===== config.mk =====
export PLATFORM = sky130hd
export DESIGN_NAME = bank_ap_guard
export DESIGN_NICKNAME = d
export VERILOG_FILES = /design/src/rtl/bank_ap_guard_pkg.sv /design/src/rtl/bank_ap_guard_onehot.sv /design/src/rtl/bank_ap_guard_downcnt.sv /design/src/rtl/bank_ap_guard_bank.sv /design/src/rtl/bank_ap_guard.sv
export SDC_FILE = /design/constraint.sdc
export NUM_CORES = 1
export LEC_CHECK = 0
export BUFFER_PORTS_ARGS = -buffer_cell sky130_fd_sc_hd__buf_2
export CAP_MARGIN = 20
export CORE_MARGIN = 3
export CORE_UTILIZATION = 64
export CTS_BUF_LIST = sky130_fd_sc_hd__clkbuf_8 sky130_fd_sc_hd__clkbuf_16
export DETAILED_ROUTE_END_ITERATION = 8
export PLACE_DENSITY = 0.88
export SKIP_CTS_REPAIR_TIMING = 1
export SLEW_MARGIN = 20
export SYNTH_ARGS = -nofsm -noshare
export SYNTH_HDL_FRONTEND = slang
export SYNTH_SLANG_ARGS = --single-unit
export TNS_END_PERCENT = 20

===== constraint.sdc =====
create_clock -name clk -period 3.6 [get_ports clk]
set_input_delay 1.08 -clock clk [delete_from_list [all_inputs] [get_ports clk]]
set_output_delay 1.08 -clock clk [all_outputs]
set_load 0.02 [all_outputs]

===== src/rtl/bank_ap_guard_pkg.sv =====
// Shared types for the bank auto-precharge timing guard.
package bank_ap_guard_pkg;

    // Life cycle of one bank as seen by the guard.
    typedef enum logic [1:0] {
        BK_IDLE     = 2'd0,  // closed, tRP met
        BK_OPEN     = 2'd1,  // row active
        BK_RAS_WAIT = 2'd2,  // auto-precharge issued, device still holding tRAS
        BK_PRECH    = 2'd3   // precharge running, counting tRP
    } bank_state_e;

endpackage


===== src/rtl/bank_ap_guard_onehot.sv =====
// Turns a valid + bank index pair into a one-hot bank vector.
// Assumes the index is below NUM_BANKS whenever valid is high.
module bank_ap_guard_onehot #(
    parameter int NUM_BANKS = 4,
    parameter int BANK_W    = 2
) (
    input  logic                 valid,
    input  logic [BANK_W-1:0]    idx,
    output logic [NUM_BANKS-1:0] hit
);

    // One comparator per bank.
    for (genvar g = 0; g < NUM_BANKS; g++) begin : g_cmp
        assign hit[g] = valid && (idx == BANK_W'(g));
    end

endmodule


===== src/rtl/bank_ap_guard_downcnt.sv =====
// Saturating down-counter: loads a value and counts to zero, then holds.
// Assumes load_val fits in WIDTH bits.
module bank_ap_guard_downcnt #(
    parameter int WIDTH = 4
) (
    input  logic             clk,
    input  logic             rst_n,
    input  logic             load,
    input  logic [WIDTH-1:0] load_val,
    output logic             zero
);

    logic [WIDTH-1:0] cnt_q;

    // Load takes priority; otherwise step towards zero.
    always_ff @(posedge clk) begin
        if (!rst_n) begin
            cnt_q <= '0;
        end else if (load) begin
            cnt_q <= load_val;
        end else if (cnt_q != '0) begin
            cnt_q <= cnt_q - WIDTH'(1);
        end
    end

    assign zero = (cnt_q == '0);

endmodule


===== src/rtl/bank_ap_guard_bank.sv =====
// Timing tracker for one bank. It holds the bank state, a tRAS counter started
// by each accepted activate, and a tRP counter started when the precharge
// becomes effective. Assumes T_RAS >= 1 and T_RP >= 1.
module bank_ap_guard_bank
    import bank_ap_guard_pkg::*;
#(
    parameter int T_RAS = 6,
    parameter int T_RP  = 3,
    parameter int CNT_W = 3
) (
    input  logic clk,
    input  logic rst_n,
    input  logic ras_lockout,
    input  logic act_hit,
    input  logic ap_hit,
    output logic ap_ok,
    output logic act_ok,
    output logic act_bad
);

    localparam logic [CNT_W-1:0] RAS_LOAD = CNT_W'(T_RAS - 1);
    localparam logic [CNT_W-1:0] RP_LOAD  = CNT_W'(T_RP - 1);

    bank_state_e state_q, state_d;
    logic        ras_zero, rp_zero;
    logic        act_take, rp_start;

    // An activate is taken only while the bank may be activated.
    assign act_take = act_hit && act_ok;
    assign act_bad  = act_hit && !act_ok;

    // The precharge becomes effective once tRAS is met after the auto-precharge.
    assign rp_start = ((state_q == BK_OPEN) && ap_hit && ras_zero) ||
                      ((state_q == BK_RAS_WAIT) && ras_zero);

    bank_ap_guard_downcnt #(.WIDTH(CNT_W)) u_ras_cnt (
        .clk      (clk),
        .rst_n    (rst_n),
        .load     (act_take),
        .load_val (RAS_LOAD),
        .zero     (ras_zero)
    );

    bank_ap_guard_downcnt #(.WIDTH(CNT_W)) u_rp_cnt (
        .clk      (clk),
        .rst_n    (rst_n),
        .load     (rp_start),
        .load_val (RP_LOAD),
        .zero     (rp_zero)
    );

    // Next-state selection for the bank life cycle.
    always_comb begin
        state_d = state_q;
        unique case (state_q)
            BK_IDLE: begin
                if (act_take) state_d = BK_OPEN;
            end
            BK_OPEN: begin
                if (ap_hit) state_d = ras_zero ? BK_PRECH : BK_RAS_WAIT;
            end
            BK_RAS_WAIT: begin
                if (ras_zero) state_d = BK_PRECH;
            end
            BK_PRECH: begin
                if (act_take)     state_d = BK_OPEN;
                else if (rp_zero) state_d = BK_IDLE;
            end
            default: state_d = BK_IDLE;
        endcase
    end

    // State register.
    always_ff @(posedge clk) begin
        if (!rst_n) state_q <= BK_IDLE;
        else        state_q <= state_d;
    end

    // Output flags: open bank gates auto-precharge, closed and rested bank gates activate.
    assign ap_ok  = (state_q == BK_OPEN) && (ras_lockout || ras_zero);
    assign act_ok = (state_q == BK_IDLE) || ((state_q == BK_PRECH) && rp_zero);

endmodule


===== src/rtl/bank_ap_guard.sv =====
// Top of the bank auto-precharge timing guard. It decodes the scheduler's
// activate and auto-precharge events per bank, runs one tracker per bank,
// and keeps a sticky error for blocked activates.
// Assumes act_bank and ap_bank are below NUM_BANKS when their valid is high.
module bank_ap_guard #(
    parameter int NUM_BANKS = 4,
    parameter int T_RAS     = 6,
    parameter int T_RP      = 3,
    parameter int BANK_W    = (NUM_BANKS > 1) ? $clog2(NUM_BANKS) : 1
) (
    input  logic                 clk,
    input  logic                 rst_n,
    input  logic                 ras_lockout,
    input  logic                 act_valid,
    input  logic [BANK_W-1:0]    act_bank,
    input  logic                 ap_valid,
    input  logic [BANK_W-1:0]    ap_bank,
    output logic [NUM_BANKS-1:0] ap_ok,
    output logic [NUM_BANKS-1:0] act_ok,
    output logic                 act_err
);

    localparam int MAX_T = (T_RAS > T_RP) ? T_RAS : T_RP;
    localparam int CNT_W = $clog2(MAX_T + 1);

    logic [NUM_BANKS-1:0] act_hit, ap_hit, act_bad;

    bank_ap_guard_onehot #(.NUM_BANKS(NUM_BANKS), .BANK_W(BANK_W)) u_act_dec (
        .valid (act_valid),
        .idx   (act_bank),
        .hit   (act_hit)
    );

    bank_ap_guard_onehot #(.NUM_BANKS(NUM_BANKS), .BANK_W(BANK_W)) u_ap_dec (
        .valid (ap_valid),
        .idx   (ap_bank),
        .hit   (ap_hit)
    );

    // One independent tracker per bank.
    for (genvar b = 0; b < NUM_BANKS; b++) begin : g_bank
        bank_ap_guard_bank #(
            .T_RAS (T_RAS),
            .T_RP  (T_RP),
            .CNT_W (CNT_W)
        ) u_bank (
            .clk         (clk),
            .rst_n       (rst_n),
            .ras_lockout (ras_lockout),
            .act_hit     (act_hit[b]),
            .ap_hit      (ap_hit[b]),
            .ap_ok       (ap_ok[b]),
            .act_ok      (act_ok[b]),
            .act_bad     (act_bad[b])
        );
    end

    // Sticky error: set by any blocked activate, cleared only by reset.
    always_ff @(posedge clk) begin
        if (!rst_n) act_err <= 1'b0;
        else        act_err <= act_err || (|act_bad);
    end

endmodule


**Word-level counts from Yosys, hierarchy flattened**

Cells that the tools add are included.

- Add/subtract/negate cells: 8
- Equal/unequal tests: 34
- Multiplexer cells: 44
- Bitwise gates (word level): 1
- Reduce and logical (&&, ||, !) cells: 96

Operators by type and width:

| kind | count |
|---|---|
| $mux 2 | 28 |
| $logic_and 1x1->1 | 36 |
| $pmux 2 s4 | 4 |
| $eq 2x2->1 const B | 12 |
| $logic_not 3->1 | 8 |
| $mux 3 | 8 |
| $ne 2x1->1 const B | 12 |
| $reduce_bool 3->1 | 8 |
| $sub 3x1->3 const B | 8 |
| $reduce_and 4->1 | 4 |
| $reduce_bool 2->1 | 8 |
| $reduce_or 2->1 | 8 |
| $logic_or 1x1->1 | 13 |
| $eq 2x1->1 const B | 6 |
| $logic_not 2->1 | 6 |
| $ne 3x1->1 const B | 4 |
| $logic_not 1->1 | 4 |
| $mux 1 | 4 |
| $reduce_or 4->1 | 1 |
| $not 1->1 | 1 |

- Register bits: 33
- Input bits: 9
- Output and inout port bits: 9
- Word-level logic and storage cells: 204

**Logic depth before layout (Yosys ltp)**

- Word-level depth: 7
- Gate-level depth with buffers: 6

**Modules after synthesis**

Synthesis repeated with hierarchy kept, for this count alone.

- Cells, all modules: 311
- Area total of the unflattened synthesis: 2,832.7 um2

By module, submodules not included:

| module | times used | cells each | area each (um2) |
|---|---|---|---|
| bank_ap_guard_downcnt | 8 | 22 | 205.2 |
| bank_ap_guard_bank | 4 | 31 | 270.3 |
| bank_ap_guard_onehot | 2 | 4 | 37.5 |
| bank_ap_guard | 1 | 3 | 35.0 |

**Worst setup path after synthesis**

OpenSTA, ideal clock, no wires.

- Kind: input -> output
- Start point: input ras_lockout
- End point: output ap_ok[0]
- Arrival time: 1.384 ns
- Slack: 1.136 ns
- Cell stages on the path: 2
- Path buffers: 1
- Path through: o21a_1 -> buf_4

- Longest elaborated chain between the ends: 2

Ends and longest elaborated chain:

| item | RTL line | text |
|---|---|---|
| from (decl) | bank_ap_guard.sv:13 | `input logic ras_lockout,` |
| $logic_or 1x1->1 | bank_ap_guard_bank.sv:80 | `assign ap_ok = (state_q == BK_OPEN) && (ras_lockout \|\| ras_zero);` |
| $logic_and 1x1->1 | bank_ap_guard_bank.sv:80 |  |
| to (decl) | bank_ap_guard.sv:18 | `output logic [NUM_BANKS-1:0] ap_ok,` |

No other way between the ends.

**Worst setup path after layout**

- Start point: register g_bank[0].u_bank.state_q[0]
- End point: output act_ok[0]

- Longest elaborated chain between the ends: 3
- Elaborated cells between the ends (all ways): 4
- Classes of those cells: 1 x eq/ne; 3 x reduce/logical

Ends and longest elaborated chain:

| item | RTL line | text |
|---|---|---|
| from (decl) | bank_ap_guard_bank.sv:24 | `bank_state_e state_q, state_d;` |
| from (signal assigned) | bank_ap_guard_bank.sv:76 | `else state_q <= state_d;` |
| $eq 2x2->1 | bank_ap_guard_bank.sv:81 | `assign act_ok = (state_q == BK_IDLE) \|\| ((state_q == BK_PRECH) && rp_zero);` |
| $logic_and 1x1->1 | bank_ap_guard_bank.sv:81 |  |
| $logic_or 1x1->1 (*) | bank_ap_guard_bank.sv:81 |  |
| to (decl) | bank_ap_guard.sv:19 | `output logic [NUM_BANKS-1:0] act_ok,` |

Mark *: on every way between the ends. The rest lies on a longest branch, timed or not.

==> results <==
- By area the synthesized netlist is led by dfxtp_1 30%, ha_1 16%, nor2_1 4.1%, a21oi_1 3.8%, inv_1 3.7%.
- When the netlist entered floorplanning its net count stood at 290.
- For the pin with the worst max-slew slack, the measured transition is 0.361 ns.
- The pre-CTS setup slack is 0.972 ns.
- The chip width is 64.8 um.
- For this block, the initial DRC count from the detailed router was 50.
- Among all flip-flop cells after synthesis, the most frequent one is dfxtp_1.
- The netlist area before placement is 2210 sq um.
- The launching element of the worst setup path is g_bank[0].u_bank.state_q[0].
- Setup violations remaining at the end of the flow were counted as 0.
- The antenna diode count is 0.
- For the final routed database, the setup TNS stands at 0 ns.
- The number of inserted filler cells in the final layout is 236.
- In this run the worst path has a maximum fanout of 4.
- The combined global-route utilization of all metal layers is 21.3%.
- The number of global-route vias before repair was 1,697.
- The length of routed met2 wiring is 1.91 mm.
- The max-capacitance violation count is 0.
- CTS saw 33 sinks.
- The site row count is 20.
- The floorplan step defined a die boundary enclosing 4200 sq um.
- The HPWL after detailed placement is 3.03 mm.
- The final-report max-slew violation count is 0.
- The critical register-to-register path startpoint is g_bank[0].u_bank.state_q[0].
- STA puts the critical path data required time at 2.52 ns.
- The fraction of the cycle the final worst path needs is 74.9%.
- The synthesized netlist contains 44 unique library cells.
- STA classifies the critical path startpoint as a flip-flop.
- In the final layout, the share of cells above drive strength 1 is 12.7%.
- In this run the most critical hold path is launched from g_bank[3].u_bank.u_rp_cnt.cnt_q[2].
- Entering global routing, the biggest net connects 19 pins.
- The average routed wire per standard cell is 13.0 um.
- Once detail routing completed, the nets flagged for antenna violations numbered 0.
- Summing the areas of all fa, ha and maj instances in the mapped netlist gives 15.8% of the synthesized area.
- The H-tree was split into 2 levels.
- The number of buffers added by the clock tree synthesis step is 5.
- The data arrival time of the critical path is 1.62 ns.
- The flow ran to the end, and the final reports show no timing, DRC or antenna violations.
- After synthesis, the largest family of logic cells by area is compound AO/OA/AOI/OAI gates.
- The slack of the critical path is 0.904 ns.
- The min-delay analysis places its worst path in the category flip-flop to flip-flop.
- Once the floorplan was initialized, standard cells occupied 69.6% of the core.
- Counting flops with a built-in enable in the synthesized netlist gives 0.
- Between clock sinks in the finished design, the worst skew comes to 0.00460 ns.
- The element type at the critical path end is an output pin.
- Timing would allow up to 0.371 GHz.
- IR analysis of the VDD net gives a maximum drop of 543 uV.
- The cell count after placement is 304.
- The clock tree from TritonCTS is done.
- The count of final hold-check violations was 0.
- The synthesized area per cell is 8.74 sq um.
- Across all hold checks on the routed design, the worst slack comes to 0.490 ns.
- The pre-antenna-repair detailed-routing pass consisted of 4 iterations.
- Clock-pin slew was measured on the worst setup and hold paths at 0.07 ns.
- The highest signal layer in the routed design is met4.
- The library cell with the largest summed area after synthesis is dfxtp_1.
- The remaining routing DRC violations is 0.
- In the synthesized netlist the async set-or-reset flop fraction comes to 0%.
- The total grt overflow is 0.
- The met3 wire length is 195 um.
- For this design the static power due to leakage is 0.985 nW.
- The XOR/XNOR share of the synthesized area is 1.58%.
- Headroom to the max-slew limit came out at 75.3%.
- The met1 layer wirelength in the final routing is 1.90 mm.
- Setup repair after global routing left no endpoint under its margin.
- The buffer cell driving the clock tree root is clkbuf_8.
- The global placer's final weighted congestion is 0.793.
- After synthesis, flip-flops and latches occupy 29.9% of the total area.
- The global-route wire length before repair is 7.02 mm.
- No sink is reached through more buffers than the 2 on the longest clock path.
- The overall routed net length is 4.07 mm.
- In the synthesized netlist, mux cells make up 1.53% of the area.
- The height of the chip is 64.8 um.
- The number of placed I/O pins is 18.
- Input and output buffers added on the ports amount to 17.
- The power consumption is 1.78 mW.
- The via-per-instance ratio is 5.76.
- The insertion delay to the later sink of the worst-skew pair is 0.28 ns.
- The post-synthesis compound-gate area fraction is 23.5%.
- The register-to-register path setup slack is 1.90 ns.
- The time the final worst path needs with I/O delays and setup is 2.70 ns.
- The power density normalized to cell area is 752 nW/um^2.
- From synthesis to final layout, the design area changed by 7.02%.
- The via count is 1,796.
- The synthesized netlist cell count is 253.
- The area fraction in and, or, nand and nor cells after synthesis is 20.7%.
- The finished layout holds 312 standard cells, fillers aside.
- The Yosys step of the flow raised 0 warnings.
- Of the post-synthesis cell area, the dominant cell type holds 29.9%.
- The number of antenna violations at the first check in global routing came to 0.
- The floorplan step defined a core boundary enclosing 3180 sq um.
- The number of synthesized register bits is 33.
- The total number of nets in the final design is 304.
- The classification of the worst setup path is flip-flop to output pin.
## critical path: stages, from the launching register on
cell and delay [ns]:
dfxtp_1 0.39, ha_1 0.21, or4b_4 0.49, nand2_1 0.09
buf_2 0.16
## state kept, by name, indices dropped and copies added, names as in the netlist
name / flops
act_err: 1
g_bank.u_bank.state_q: 8
g_bank.u_bank.u_ras_cnt.cnt_q: 12
g_bank.u_bank.u_rp_cnt.cnt_q: 12
## per-layer routing
metal / up-vias / global-route usage, %
met1: 830 / 26.9
met3: 7 / 3.81
met4: 0 / 8.18
li1: 929 / -
met2: 30 / 36.0
met5: - / 0
## layout by cell type (no fill, tap or decap), drive strengths merged
master,Yosys,routed
a2111oi,5,5
a211o,1,1
a211oi,7,7
a21o,1,1
a21oi,20,20
a22o,3,3
a22oi,3,3
a2bb2oi,2,2
a311oi,3,3
a32oi,1,1
a41o,1,1
and3,2,2
and4b,2,2
buf,9,17
clkbuf,1,5
clkinv,0,2
dfxtp,33,33
ha,28,28
inv,23,24
mux2,3,3
nand2,9,9
nand2b,7,7
nand3,5,5
nand3b,4,4
nor2,24,24
nor2b,5,5
nor3,7,7
nor3b,5,5
nor4bb,1,1
o211ai,1,1
o21a,10,10
o21ai,13,13
o2bb2ai,3,3
or3,2,2
or3b,4,4
or4b,1,1
xnor2,4,4
## synth_stat cells (3+ instances only)
cell	instances
mux2_1	3
a21oi_2	3
nor2_1	24
a2111oi_0	5
nor2b_1	5
or3b_1	4
buf_4	8
a21oi_1	17
nor3b_1	5
nand2b_1	7
a311oi_1	3
o21ai_1	9
inv_1	22
ha_1	28
o2bb2ai_1	3
nand2_1	9
nor3_1	4
a22o_1	3
xnor2_1	4
o21ai_0	4
a211oi_1	6
nand3b_1	4
nand3_1	5
o21a_1	10
dfxtp_1	33
## path summary, 6_finish.rpt
check	to	depth (start not counted)
worst max register to register	g_bank[0].u_bank.state_q[0]	5
worst min-delay path	g_bank[3].u_bank.u_rp_cnt.cnt_q[2]	2
worst min register to register	g_bank[3].u_bank.u_rp_cnt.cnt_q[2]	2
worst max-delay path	act_ok[0]	4
## cell type report
class	instances	area (sq um)	share of cell area [%]
Multi-Input combinational cell	187	1400	59.0
Sequential cell	33	661	27.9
Inverter	23	86.3	3.65
Timing Repair Buffer	17	85.1	3.60
Clock buffer	5	68.8	2.91
Tap cell	44	55.1	2.33
Clock inverter	3	13.8	0.582
## logic make-up (layout without fill, tap and decap cells)
logic type      after synthesis  in the layout
compound gates               74             74
fa+ha+maj                    28             28
simple gates                 78             78
buf+inv                      33             48
flops                        33             33
xor+xnor                      4              4
mux                           3              3
## where the power goes
part | internal (mW) | switching, mW
Sequential | 0.468 | 0.0801
Combinational | 0.417 | 0.551
Clock | 0.131 | 0.133
## metrics by stage
step | util [%] | instance area [sq um]
5_1_grt | 74.4 | 2370
3_3_place_gp | 71.9 | 2280
6_report | 74.4 | 2370
3_5_place_dp | 71.9 | 2280
4_1_cts | 74.4 | 2370
2_1_floorplan | - | 2210
(Power assumes the default switching activity.)
